`src/rtl/spike_router_pkg.sv`:
```
package spike_router_pkg;
   localparam int NUM_LINKS = 6;
   localparam int KEY_W     = 32;
   localparam int HDR_W     = 8;
   localparam int PL_BIT    = 0;
   localparam int ER_LO     = 1;

   typedef enum logic [1:0] {
      ER_NONE = 2'b00,
      ER_CW   = 2'b01,
      ER_CCW  = 2'b10,
      ER_RSV  = 2'b11
   } er_code_e;

   typedef enum logic [1:0] {
      ST_IDLE,
      ST_LOOK,
      ST_DISP,
      ST_SEND
   } state_e;

   // rotate a link direction by k steps around the hexagon
   function automatic logic [2:0] link_add(input logic [2:0] l, input int unsigned k);
      return 3'((32'(l) + k) % NUM_LINKS);
   endfunction
endpackage

```
`src/rtl/srt_table.sv`:
```
module srt_table
   import spike_router_pkg::*;
#(
   parameter int DEPTH   = 16,
   parameter int NUM_OUT = 10,
   localparam int AW = (DEPTH > 1) ? $clog2(DEPTH) : 1
)(
   input  logic               clk,
   input  logic               rst_n,
   input  logic               wr_en,
   input  logic [AW-1:0]      wr_addr,
   input  logic               wr_valid,
   input  logic [KEY_W-1:0]   wr_key,
   input  logic [KEY_W-1:0]   wr_mask,
   input  logic [NUM_OUT-1:0] wr_dest,
   input  logic               lk_en,
   input  logic [KEY_W-1:0]   lk_key,
   output logic               hit_q,
   output logic [NUM_OUT-1:0] dest_q
);
   logic [DEPTH-1:0]   ent_v;
   logic [KEY_W-1:0]   ent_key  [DEPTH];
   logic [KEY_W-1:0]   ent_mask [DEPTH];
   logic [NUM_OUT-1:0] ent_dest [DEPTH];
   logic [DEPTH-1:0]   match;
   logic [NUM_OUT-1:0] sel_dest;

   always_ff @(posedge clk or negedge rst_n) begin
      if (!rst_n)     ent_v <= '0;
      else if (wr_en) ent_v[wr_addr] <= wr_valid;
   end

   always_ff @(posedge clk) begin
      if (wr_en) begin
         ent_key[wr_addr]  <= wr_key;
         ent_mask[wr_addr] <= wr_mask;
         ent_dest[wr_addr] <= wr_dest;
      end
   end

   // one ternary comparator per entry
   for (genvar g = 0; g < DEPTH; g++) begin : g_cmp
      assign match[g] = ent_v[g] && ((lk_key & ent_mask[g]) == ent_key[g]);
   end

   // lowest index wins: scan from the top so the last write is the smallest hit
   always_comb begin
      sel_dest = '0;
      for (int i = DEPTH - 1; i >= 0; i--) begin
         if (match[i]) sel_dest = ent_dest[i];
      end
   end

   always_ff @(posedge clk or negedge rst_n) begin
      if (!rst_n) begin
         hit_q  <= 1'b0;
         dest_q <= '0;
      end else if (lk_en) begin
         hit_q  <= |match;
         dest_q <= sel_dest;
      end
   end
endmodule

```
`src/rtl/srt_detour.sv`:
```
module srt_detour
   import spike_router_pkg::*;
(
   input  logic [NUM_LINKS-1:0]   victim,
   input  logic [NUM_LINKS-1:0]   busy,
   input  logic [NUM_LINKS-1:0]   failed,
   output logic [NUM_LINKS-1:0]   rm,
   output logic [NUM_LINKS-1:0]   add,
   output logic [2*NUM_LINKS-1:0] add_code
);
   logic [NUM_LINKS-1:0] used;

   // first-fit: try the clockwise neighbour, then the anticlockwise one
   always_comb begin
      used     = busy;
      rm       = '0;
      add      = '0;
      add_code = '0;
      for (int d = 0; d < NUM_LINKS; d++) begin
         logic [2:0] cw, ccw;
         cw  = link_add(3'(d), 1);
         ccw = link_add(3'(d), 5);
         if (victim[d]) begin
            if (!used[cw] && !failed[cw]) begin
               rm[d]                  = 1'b1;
               add[cw]                = 1'b1;
               used[cw]               = 1'b1;
               add_code[2*cw +: 2]    = ER_CW;
            end else if (!used[ccw] && !failed[ccw]) begin
               rm[d]                  = 1'b1;
               add[ccw]               = 1'b1;
               used[ccw]              = 1'b1;
               add_code[2*ccw +: 2]   = ER_CCW;
            end
         end
      end
   end
endmodule

```
`src/rtl/srt_drop_ctr.sv`:
```
module srt_drop_ctr #(
   parameter int W = 8
)(
   input  logic         clk,
   input  logic         rst_n,
   input  logic         inc,
   output logic [W-1:0] count
);
   localparam logic [W-1:0] TOP = '1;

   always_ff @(posedge clk or negedge rst_n) begin
      if (!rst_n)                     count <= '0;
      else if (inc && count != TOP)   count <= count + 1'b1;
   end

   assert_drop_sat_R12: assert property (@(posedge clk) disable iff (!rst_n)
      count == TOP |=> count == TOP);
   assert_drop_hold_R7: assert property (@(posedge clk) disable iff (!rst_n)
      !inc |=> $stable(count));
endmodule

```
`src/rtl/spike_router.sv`:
```
module spike_router
   import spike_router_pkg::*;
#(
   parameter int NUM_CORES = 4,
   parameter int DEPTH     = 16,
   parameter int TMO_W     = 12,
   parameter int DROP_W    = 8,
   localparam int NUM_OUT  = NUM_LINKS + NUM_CORES,
   localparam int SRC_W    = $clog2(NUM_OUT),
   localparam int AW       = (DEPTH > 1) ? $clog2(DEPTH) : 1
)(
   input  logic                   clk,
   input  logic                   rst_n,
   input  logic                   in_valid,
   output logic                   in_ready,
   input  logic [SRC_W-1:0]       in_src,
   input  logic [HDR_W-1:0]       in_hdr,
   input  logic [KEY_W-1:0]       in_key,
   input  logic [KEY_W-1:0]       in_payload,
   input  logic                   tbl_we,
   input  logic [AW-1:0]          tbl_addr,
   input  logic                   tbl_en,
   input  logic [KEY_W-1:0]       tbl_key,
   input  logic [KEY_W-1:0]       tbl_mask,
   input  logic [NUM_OUT-1:0]     tbl_dest,
   input  logic [TMO_W-1:0]       cfg_timeout,
   input  logic [TMO_W-1:0]       cfg_detour_wait,
   input  logic [NUM_LINKS-1:0]   link_failed,
   output logic [NUM_OUT-1:0]     out_valid,
   input  logic [NUM_OUT-1:0]     out_ready,
   output logic [NUM_OUT*HDR_W-1:0] out_hdr,
   output logic [KEY_W-1:0]       out_key,
   output logic [KEY_W-1:0]       out_payload,
   output logic [DROP_W-1:0]      drop_count
);
   // elaboration-time parameter checks
   if (NUM_CORES < 1 || NUM_CORES > 18) begin : g_bad_cores
      $error("NUM_CORES must lie in 1..18");
   end
   if (DEPTH < 1 || DEPTH > 1024) begin : g_bad_depth
      $error("DEPTH must lie in 1..1024");
   end
   if (TMO_W < 2 || TMO_W > 32) begin : g_bad_tmo
      $error("TMO_W must lie in 2..32");
   end
   if (DROP_W < 1 || DROP_W > 32) begin : g_bad_drop
      $error("DROP_W must lie in 1..32");
   end

   state_e                 state_q;
   logic [SRC_W-1:0]       src_q;
   logic [HDR_W-1:0]       hdr_q;
   logic [KEY_W-1:0]       key_q, pl_q;
   logic [NUM_OUT-1:0]     pend_q;
   logic [NUM_LINKS-1:0]   used_q, det_q;
   logic [1:0]             code_q [NUM_LINKS];
   logic [TMO_W-1:0]       wait_q;

   logic                   hit_q;
   logic [NUM_OUT-1:0]     tdest_q;

   srt_table #(.DEPTH(DEPTH), .NUM_OUT(NUM_OUT)) u_tbl (
      .clk      (clk),
      .rst_n    (rst_n),
      .wr_en    (tbl_we),
      .wr_addr  (tbl_addr),
      .wr_valid (tbl_en),
      .wr_key   (tbl_key),
      .wr_mask  (tbl_mask),
      .wr_dest  (tbl_dest),
      .lk_en    (state_q == ST_LOOK),
      .lk_key   (key_q),
      .hit_q    (hit_q),
      .dest_q   (tdest_q)
   );

   // ---------------- dispatch decision ----------------
   logic               from_link, turned, disp_drop;
   logic [2:0]         src_lnk;
   er_code_e           er_in;
   logic [NUM_OUT-1:0] disp_dest;

   assign from_link = src_q < SRC_W'(NUM_LINKS);
   assign src_lnk   = src_q[2:0];
   assign er_in     = er_code_e'(hdr_q[ER_LO +: 2]);

   always_comb begin
      turned    = 1'b0;
      disp_drop = 1'b0;
      disp_dest = '0;
      if (from_link && (er_in == ER_CW || er_in == ER_CCW)) begin
         turned = 1'b1;
         disp_dest[link_add(src_lnk, (er_in == ER_CW) ? 1 : 5)] = 1'b1;
      end else if (hit_q) begin
         disp_dest = tdest_q;
      end else if (from_link) begin
         disp_dest[link_add(src_lnk, 3)] = 1'b1;
      end else begin
         disp_drop = 1'b1;
      end
   end

   // ---------------- offer window ----------------
   logic [NUM_OUT-1:0] acc, pend_n;
   logic               last_cycle;

   assign acc        = pend_q & out_ready;
   assign pend_n     = pend_q & ~acc;
   assign last_cycle = ((TMO_W+1)'(wait_q) + (TMO_W+1)'(1)) == (TMO_W+1)'(cfg_timeout);

   // ---------------- detour selection (shared by both instants) ----------------
   logic [NUM_LINKS-1:0]   dt_victim, dt_busy, dt_rm, dt_add;
   logic [2*NUM_LINKS-1:0] dt_code;
   logic [NUM_OUT-1:0]     rm_x, add_x, disp_next;

   always_comb begin
      if (state_q == ST_DISP) begin
         dt_victim = disp_dest[NUM_LINKS-1:0] & link_failed & {NUM_LINKS{~turned}};
         dt_busy   = disp_dest[NUM_LINKS-1:0];
      end else begin
         dt_victim = pend_n[NUM_LINKS-1:0] & ~det_q & {NUM_LINKS{wait_q == cfg_detour_wait}};
         dt_busy   = used_q;
      end
   end

   srt_detour u_det (
      .victim   (dt_victim),
      .busy     (dt_busy),
      .failed   (link_failed),
      .rm       (dt_rm),
      .add      (dt_add),
      .add_code (dt_code)
   );

   assign rm_x      = {{NUM_CORES{1'b0}}, dt_rm};
   assign add_x     = {{NUM_CORES{1'b0}}, dt_add};
   assign disp_next = (disp_dest & ~rm_x) | add_x;

   logic drop_inc;
   assign drop_inc = (state_q == ST_DISP && disp_drop) ||
                     (state_q == ST_SEND && pend_n != '0 && last_cycle);

   srt_drop_ctr #(.W(DROP_W)) u_drop (
      .clk   (clk),
      .rst_n (rst_n),
      .inc   (drop_inc),
      .count (drop_count)
   );

   // ---------------- state ----------------
   always_ff @(posedge clk or negedge rst_n) begin
      if (!rst_n) begin
         state_q <= ST_IDLE;
         src_q   <= '0;
         hdr_q   <= '0;
         key_q   <= '0;
         pl_q    <= '0;
         pend_q  <= '0;
         used_q  <= '0;
         det_q   <= '0;
         wait_q  <= '0;
         for (int i = 0; i < NUM_LINKS; i++) code_q[i] <= ER_NONE;
      end else begin
         case (state_q)
            ST_IDLE: if (in_valid) begin
               src_q   <= in_src;
               hdr_q   <= in_hdr;
               key_q   <= in_key;
               pl_q    <= in_hdr[PL_BIT] ? in_payload : '0;
               state_q <= ST_LOOK;
            end
            ST_LOOK: state_q <= ST_DISP;
            ST_DISP: begin
               wait_q <= '0;
               used_q <= disp_dest[NUM_LINKS-1:0] | dt_add;
               det_q  <= dt_add | (turned ? disp_dest[NUM_LINKS-1:0] : '0);
               for (int i = 0; i < NUM_LINKS; i++)
                  code_q[i] <= dt_add[i] ? dt_code[2*i +: 2] : ER_NONE;
               if (disp_drop || disp_next == '0) begin
                  pend_q  <= '0;
                  state_q <= ST_IDLE;
               end else begin
                  pend_q  <= disp_next;
                  state_q <= ST_SEND;
               end
            end
            ST_SEND: begin
               if (pend_n == '0 || last_cycle) begin
                  pend_q  <= '0;
                  state_q <= ST_IDLE;
               end else begin
                  wait_q <= wait_q + 1'b1;
                  pend_q <= (pend_n & ~rm_x) | add_x;
                  used_q <= used_q | dt_add;
                  det_q  <= det_q | dt_add;
                  for (int i = 0; i < NUM_LINKS; i++)
                     if (dt_add[i]) code_q[i] <= dt_code[2*i +: 2];
               end
            end
            default: state_q <= ST_IDLE;
         endcase
      end
   end

   assign in_ready    = (state_q == ST_IDLE);
   assign out_valid   = pend_q;
   assign out_key     = key_q;
   assign out_payload = pl_q;

   for (genvar g = 0; g < NUM_OUT; g++) begin : g_hdr
      if (g < NUM_LINKS) begin : g_lnk
         assign out_hdr[g*HDR_W +: HDR_W] = {hdr_q[7:3], code_q[g], hdr_q[0]};
      end else begin : g_core
         assign out_hdr[g*HDR_W +: HDR_W] = {hdr_q[7:3], 2'b00, hdr_q[0]};
      end
   end

   // ---------------- assertions ----------------
   assert_busy_R4: assert property (@(posedge clk) disable iff (!rst_n)
      out_valid != '0 |-> !in_ready);
   assert_accept_R4: assert property (@(posedge clk) disable iff (!rst_n)
      in_valid && in_ready |=> !in_ready && out_valid == '0);
   assert_window_R8: assert property (@(posedge clk) disable iff (!rst_n)
      out_valid != '0 |-> (TMO_W+1)'(wait_q) < (TMO_W+1)'(cfg_timeout));
   assert_payload_R1: assert property (@(posedge clk) disable iff (!rst_n)
      out_valid != '0 && !out_hdr[PL_BIT] |-> out_payload == '0);
   assert_single_turn_R11: assert property (@(posedge clk) disable iff (!rst_n)
      in_valid && in_ready && in_src < SRC_W'(NUM_LINKS) && in_hdr[2:1] == 2'b01
      |=> ##2 $onehot0(out_valid));
endmodule

```
`config.mk`:
```
export PLATFORM = sky130hd
export DESIGN_NAME = spike_router
export DESIGN_NICKNAME = d
export VERILOG_FILES = /design/src/rtl/spike_router_pkg.sv /design/src/rtl/srt_table.sv /design/src/rtl/srt_detour.sv /design/src/rtl/srt_drop_ctr.sv /design/src/rtl/spike_router.sv
export SDC_FILE = /design/constraint.sdc
export NUM_CORES = 2
export LEC_CHECK = 0
export CORE_MARGIN = 10
export CORE_UTILIZATION = 55
export DETAILED_ROUTE_END_ITERATION = 10
export GPL_TIMING_DRIVEN = 0
export HOLD_SLACK_MARGIN = 0.06
export MAX_ROUTING_LAYER = met4
export PLACE_DENSITY = 0.75
export SYNTH_ARGS = -nofsm -noshare
export SYNTH_HDL_FRONTEND = slang
export SYNTH_SLANG_ARGS = --single-unit
export TNS_END_PERCENT = 1
```
`constraint.sdc`:
```
create_clock -name clk -period 8.2 [get_ports clk]
set_input_delay 1.23 -clock clk [delete_from_list [all_inputs] [get_ports clk]]
set_output_delay 1.23 -clock clk [all_outputs]
set_load 0.005 [all_outputs]
```
## Word-level counts from Yosys, hierarchy flattened

Memories as Yosys holds them, arrays and structs flattened.
Index checks and enable logic that the tools add are counted.

- Register bits: 159
- Bits in latches: 0
- Bits in writable memories: 1184
- Bits in read-only memories: 0
- Input bits: 199
- Output and inout port bits: 163
- Logic and storage cells: 330
- Memories: 3

- $add $sub $neg: 5
- Multipliers: 0
- Divide/modulo/power cells: 2
- Order comparisons: 7
- Equal/unequal tests: 33
- Shift-type cells: 0
- Muxes and demuxes: 154
- Bitwise operators: 34
- Reductions and logical operators: 73

Memory list:

| name | words | width | read ports | clocked after memory_dff | write ports | line | source |
|---|---|---|---|---|---|---|---|
| u_tbl.ent_key | 16 | 32 | 16 | 0 | 1 | srt_table.sv:22 | `logic [KEY_W-1:0] ent_key [DEPTH];` |
| u_tbl.ent_mask | 16 | 32 | 16 | 0 | 1 | srt_table.sv:23 | `logic [KEY_W-1:0] ent_mask [DEPTH];` |
| u_tbl.ent_dest | 16 | 10 | 16 | 0 | 1 | srt_table.sv:24 | `logic [NUM_OUT-1:0] ent_dest [DEPTH];` |

Operators by type and width:

| operator | count |
|---|---|
| AND 32 bit | 16 |
| equality test 32 bit | 16 |
| two-way mux 10 bit | 20 |
| two-way mux 2 bit | 41 |
| two-way mux 1 bit | 73 |
| remainder unit 32 x 3 -> 32 bit (second input constant) | 2 |
| one-hot mux 12 bit (2 select lines) | 2 |
| AND 10 bit | 4 |
| logical AND 1 bit | 36 |
| two-way mux 32 bit | 1 |
| two-way mux 6 bit | 5 |
| AND 6 bit | 4 |
| two-way mux 12 bit | 2 |
| bitwise OR 6 bit | 4 |
| one-hot mux 6 bit (2 select lines) | 2 |
| zero test 10 bit | 2 |
| bitwise OR 10 x 6 -> 10 bit | 2 |
| one-hot mux 10 bit (2 select lines) | 1 |
| zero test 1 bit | 18 |
| AND reduction 3 bit | 6 |
| bitwise mux 16 bit | 1 |
| != test 2 bit (second input constant) | 8 |
| OR reduction 16 bit | 1 |
| adder 12 x 1 -> 13 bit (second input constant) | 1 |
| other kinds (29) | 40 |

## Logic depth before layout (Yosys ltp)

- Depth after elaboration: 26
- Gate-level depth with buffers: 16
- Mapped depth without buffers: 16

## By module

A second synthesis with hierarchy kept.

- Cells, all modules: 3789
- Area, all modules: 54827.6 um2

By module, submodules not included:

| module | times used | cells an instance | area an instance (um2) | seq. area each (um2) |
|---|---|---|---|---|
| srt_table | 1 | 2940 | 46996.3 | 36229.7 |
| spike_router | 1 | 767 | 7135.6 | 3103.0 |
| srt_drop_ctr | 1 | 34 | 407.9 | 200.2 |
| srt_detour | 1 | 48 | 287.8 | 0.0 |

## Worst setup path after synthesis

No wires, ideal clock.

- Kind: input to register
- Start: input port tbl_addr[1]
- End: register u_tbl.ent_v[0]
- Library setup time: 0.091 ns
- Arrival: 7.618 ns
- Required time: 8.109 ns
- Setup slack: 0.491 ns
- Cell stages on the path: 3
- Path buffers: 0
- Path through: or3b_2 -> nor3_1 -> mux2_2

- Word-level cells in the longest chain between the ends: 5
- Elaborated cells on any way between the ends: 6
- Classes of those cells: 2 x order compare; 3 x mux; 1 x reduce/logical

Ends and longest elaborated chain:

| element | line | source |
|---|---|---|
| start, declared | spike_router.sv:21 | `input logic [AW-1:0] tbl_addr,` |
| less-than comparator 4 x 5 -> 1 bit (not written as such) or >= comparator 4 x 1 -> 1 bit (tied branches) | srt_table.sv:30 | `else if (wr_en) ent_v[wr_addr] <= wr_valid;` |
| logical AND 1 bit (not written as such) | srt_table.sv:30 |  |
| two-way mux 1 bit (not written as such) | srt_table.sv:30 |  |
| demux 1 bit (select 4 bit) (*) | n/a |  |
| bitwise mux 16 bit (*) | srt_table.sv:30 |  |
| end signal, assigned by index | srt_table.sv:30 |  |
| end, declared | srt_table.sv:21 | `logic [DEPTH-1:0] ent_v;` |

Mark *: on every way between the ends. The rest lies on a longest branch, timed or not.
A chain may end at the register's enable or synchronous reset.

## Worst setup path after layout

- Start: register key_q[15], in the netlist out_key[15]
- End: register u_tbl.dest_q[9]

- Word-level cells in the longest chain between the ends: 19
- Elaborated cells on any way between the ends: 64
- Classes of those cells: 16 x eq/ne; 16 x mux; 16 x bitwise; 16 x reduce/logical

Ends and longest elaborated chain:

| element | line | source |
|---|---|---|
| start, declared | spike_router.sv:53 | `logic [KEY_W-1:0] key_q, pl_q;` |
| start signal, assigned | spike_router.sv:168 | `key_q <= in_key;` |
| AND 32 bit | srt_table.sv:43 | `assign match[g] = ent_v[g] && ((lk_key & ent_mask[g]) == ent_key[g]);` |
| equality test 32 bit | srt_table.sv:43 |  |
| logical AND 1 bit | srt_table.sv:43 |  |
| two-way mux 10 bit (15 in series) | srt_table.sv:50 | `if (match[i]) sel_dest = ent_dest[i];` |
| two-way mux 10 bit (*) | srt_table.sv:50 |  |
| end signal, assigned | srt_table.sv:60 | `dest_q <= sel_dest;` |
| end, declared | srt_table.sv:19 | `output logic [NUM_OUT-1:0] dest_q` |

Marks and branches as above.

==> results by group <==
Clocking
  • Number of H-tree levels: 4
  • Clock Path Buffers: 3
  • Clock root buffer master: clkbuf_16
  • CTS sink count: 1343
  • Clock-pin slew on the worst setup and hold paths: 60 ps
  • Post-cts gate resize count: 0
  • Cts bufs inserted: 140
  • Setup Buffers After CTS: 0
  • CTS tree: yes
  • Hold_buf cts: 0
  • Clock Latency Late Sink: 790 ps

Global routing
  • Total GRT Usage: 0.3773
  • Vias in the first global route: 39210
  • Largest net degree at the start of global routing: 86
  • Global-route wire length before repair: 298.0 mm
  • Initial antenna violation count: 54
  • GRT overflow: 0

Timing
  • Maximum clock rate: 179.9 MHz
  • Crit share post-route: 0.6779
  • Max-slew violation count: 168
  • Clock skew: 35.36 ps
  • Finish-stage setup viols: 0
  • Final Hold Viols: 0
  • Max_slew headroom: -0.1039
  • RSZ-0062 raised after global routing: no
  • Minimum hold slack: 459.4 ps
  • Slew @ Worst Pin: 1651 ps
  • Setup TNS: 0 ps
  • Tmin final: 5559 ps

Drt
  • Final WL: 220.8 mm
  • Vias per Instance: 6.774
  • Final ANT Viol Nets: 0
  • Via count: 42230
  • # DRC: 0
  • Drt pass-1 iters: 9
  • Initial DRC Count: 7962
  • Wire per inst: 35.42 um

Floorplanning
  • Core area: 103600 um2
  • Full die area: 117700 um2
  • Starting Density: 0.5541
  • Io pins: 362
  • Die W: 343.1 um
  • Num rows: 118
  • Die height: 343.1 um

Place
  • GPL Wtd Cong: 1.007
  • DP Wirelength: 146.0 mm
  • Port bufs: 352

Logic synthesis
  • Post-synth EDFFs: 1184
  • Synth Warn #: 0
  • Synth top area share: 0.6191
  • Mapped cell area: 57430 um2
  • Synth cell count leaders: edfxtp_1, nand2_1, xor2_1, a21boi_0, and3b_1
  • Post-Synthesis Cells: 4127
  • Register area share after synthesis: 0.6884
  • Fraction of registers with async set/reset: 0.1184
  • Synth cell types: 99
  • Cell with the most instances after synthesis: edfxtp_1
  • Most used DFF post-synth: edfxtp_1
  • Synth Register Bits: 1343
  • Avg Cell Area, Syn: 13.92 um2
  • Synth area leader: edfxtp_1
  • Synth top area cells: edfxtp_1, dfrtp_1, xor2_1

Worst setup path
  • CP max FO: 10
  • Critical path startpoint category: register
  • Crit path DAT: 6270 ps
  • CP required: 8910 ps
  • Critical path endpoint category: register
  • Critical setup path kind: register to register
  • Worst R2R Path Depth: 11
  • FF-to-FF End: u_tbl.dest_q[9]$_DFFE_PN0N_
  • Worst R2R Setup Slack: 2640 ps
  • RR Startpoint: out_key[15]$_DFFE_PN0P_

Power and ir drop
  • Total leakage power: 24.22 nW
  • PD cells: 289.2 nW/um2
  • Max IR drop VDD: 244.5 uV
  • Total Power: 19.72 mW

Final layout
  • Final core utilization: 0.6580
  • Area grow syn2layout: 18.75%
  • Final nets: 4900
  • Share of cells above drive strength 1: 0.1242

Run status
  • Failing checks: capacitance limit, slew limit
  • Result of the run: finished with violations

Run
  • Max cap viols: 12

Hold path
  • Worst min path class: input port to async pin
## layer usage
metal | up-vias | GRT usage | share of wire
li1 | 17100 | - | -
met3 | 733 | 0.1044 | 0.15
met1 | 20790 | 0.4702 | 0.34
met2 | 3603 | 0.5457 | 0.45
met5 | - | - | 0
met4 | 0 | 0.2326 | 0.066
## critical path, stage by stage, from the launching register on
cell,delay [ps]
dfrtp_1,510
buf_2,560
clkbuf_1,1150
nand2_1,160
xor2_1,390
nand3_1,150
nor4_2,1000
nand2_1,480
o211ai_1,260
a311o_1,280
a41oi_1,250
o21ai_1,240
## metrics by stage
stage               instances  area, um2  setup WS [ps]
CTS                      6185      68070           2835
finish                   6234      68190           2641
floorplan                4134      57450          490.9
detailed placement       5927      63550           2867
global placement         5866      62700          -4138
global route             6206      68120           2723
## how the worst max path moves through the flow
stage	start	slack [ps]	end	cells after the start
after floorplan	tbl_addr[1]	490	u_tbl.ent_v[0]$_DFFE_PN0P_	3
after global placement	tbl_we	-4140	u_tbl.ent_v[0]$_DFFE_PN0P_	4
after detailed placement	out_key[4]$_DFFE_PN0P_	2870	u_tbl.dest_q[9]$_DFFE_PN0N_	11
after CTS	out_key[15]$_DFFE_PN0P_	2830	u_tbl.dest_q[9]$_DFFE_PN0N_	11
after global routing	out_key[15]$_DFFE_PN0P_	2720	u_tbl.dest_q[9]$_DFFE_PN0N_	11
final	out_key[15]$_DFFE_PN0P_	2640	u_tbl.dest_q[9]$_DFFE_PN0N_	11
## area by class of cell
cell class | count | area [um2]
Antenna cell | 47 | 117.6
Buffer | 199 | 1126
Inverter | 56 | 210.2
Clock inverter | 65 | 679.4
Timing Repair Buffer | 415 | 4238
Fill cell | 7514 | 35450
Sequential cell | 1343 | 39530
Multi-Input combinational cell | 2536 | 16720
Clock buffer | 193 | 3842
Tap cell | 1380 | 1727
## flip-flops by register name, indices dropped and copies added (netlist names), 10 cells and up
signal          flops
wait_q             12
out_valid          10
u_tbl.ent_dest    160
out_hdr            12
u_tbl.ent_v        16
u_tbl.ent_mask    512
u_tbl.dest_q       10
out_key            32
out_payload        32
u_tbl.ent_key     512
## power breakdown
group / internal [mW] / switching (mW)
Clock: 3.51 / 2.77
Combinational: 1.74 / 3.41
Sequential: 7.81 / 0.482
## cells by family after synthesis
logic type	Yosys count	share of synthesized area
flip-flops	1343	0.6884
multiplexers	90	0.01752
adder cells (fa/ha/maj)	10	0.002179
buffers and inverters	255	0.02325
AND/OR/NAND/NOR	1423	0.1367
XOR/XNOR	270	0.04118
other	1	0.00006530
AO/OA/AOI/OAI	735	0.09070
## layout by cell type, fill, tap and decap left out, types with 54 or more instances in the layout
master           Yosys  layout
o21ai_0            109     109
nand3_1            117     117
nor4_1             148     146
clkbuf_16            0     140
a21boi_0           163     163
clkbuf_1            59      97
a21oi_1             99      99
clkdlybuf4s50_1      0     300
edfxtp_1          1184    1184
dfrtp_1            159     159
and3b_1            163     163
xor2_1             241     241
nand2_1            458     458
nor2_1             126     114
buf_2               58     111
inv_1               56      56
and3_1              85      85
a211oi_1            54      54
buf_4               69      72
nand4_1            130     130
mux2_2              76      76
Note: power is estimated with default switching activity, not from simulation.
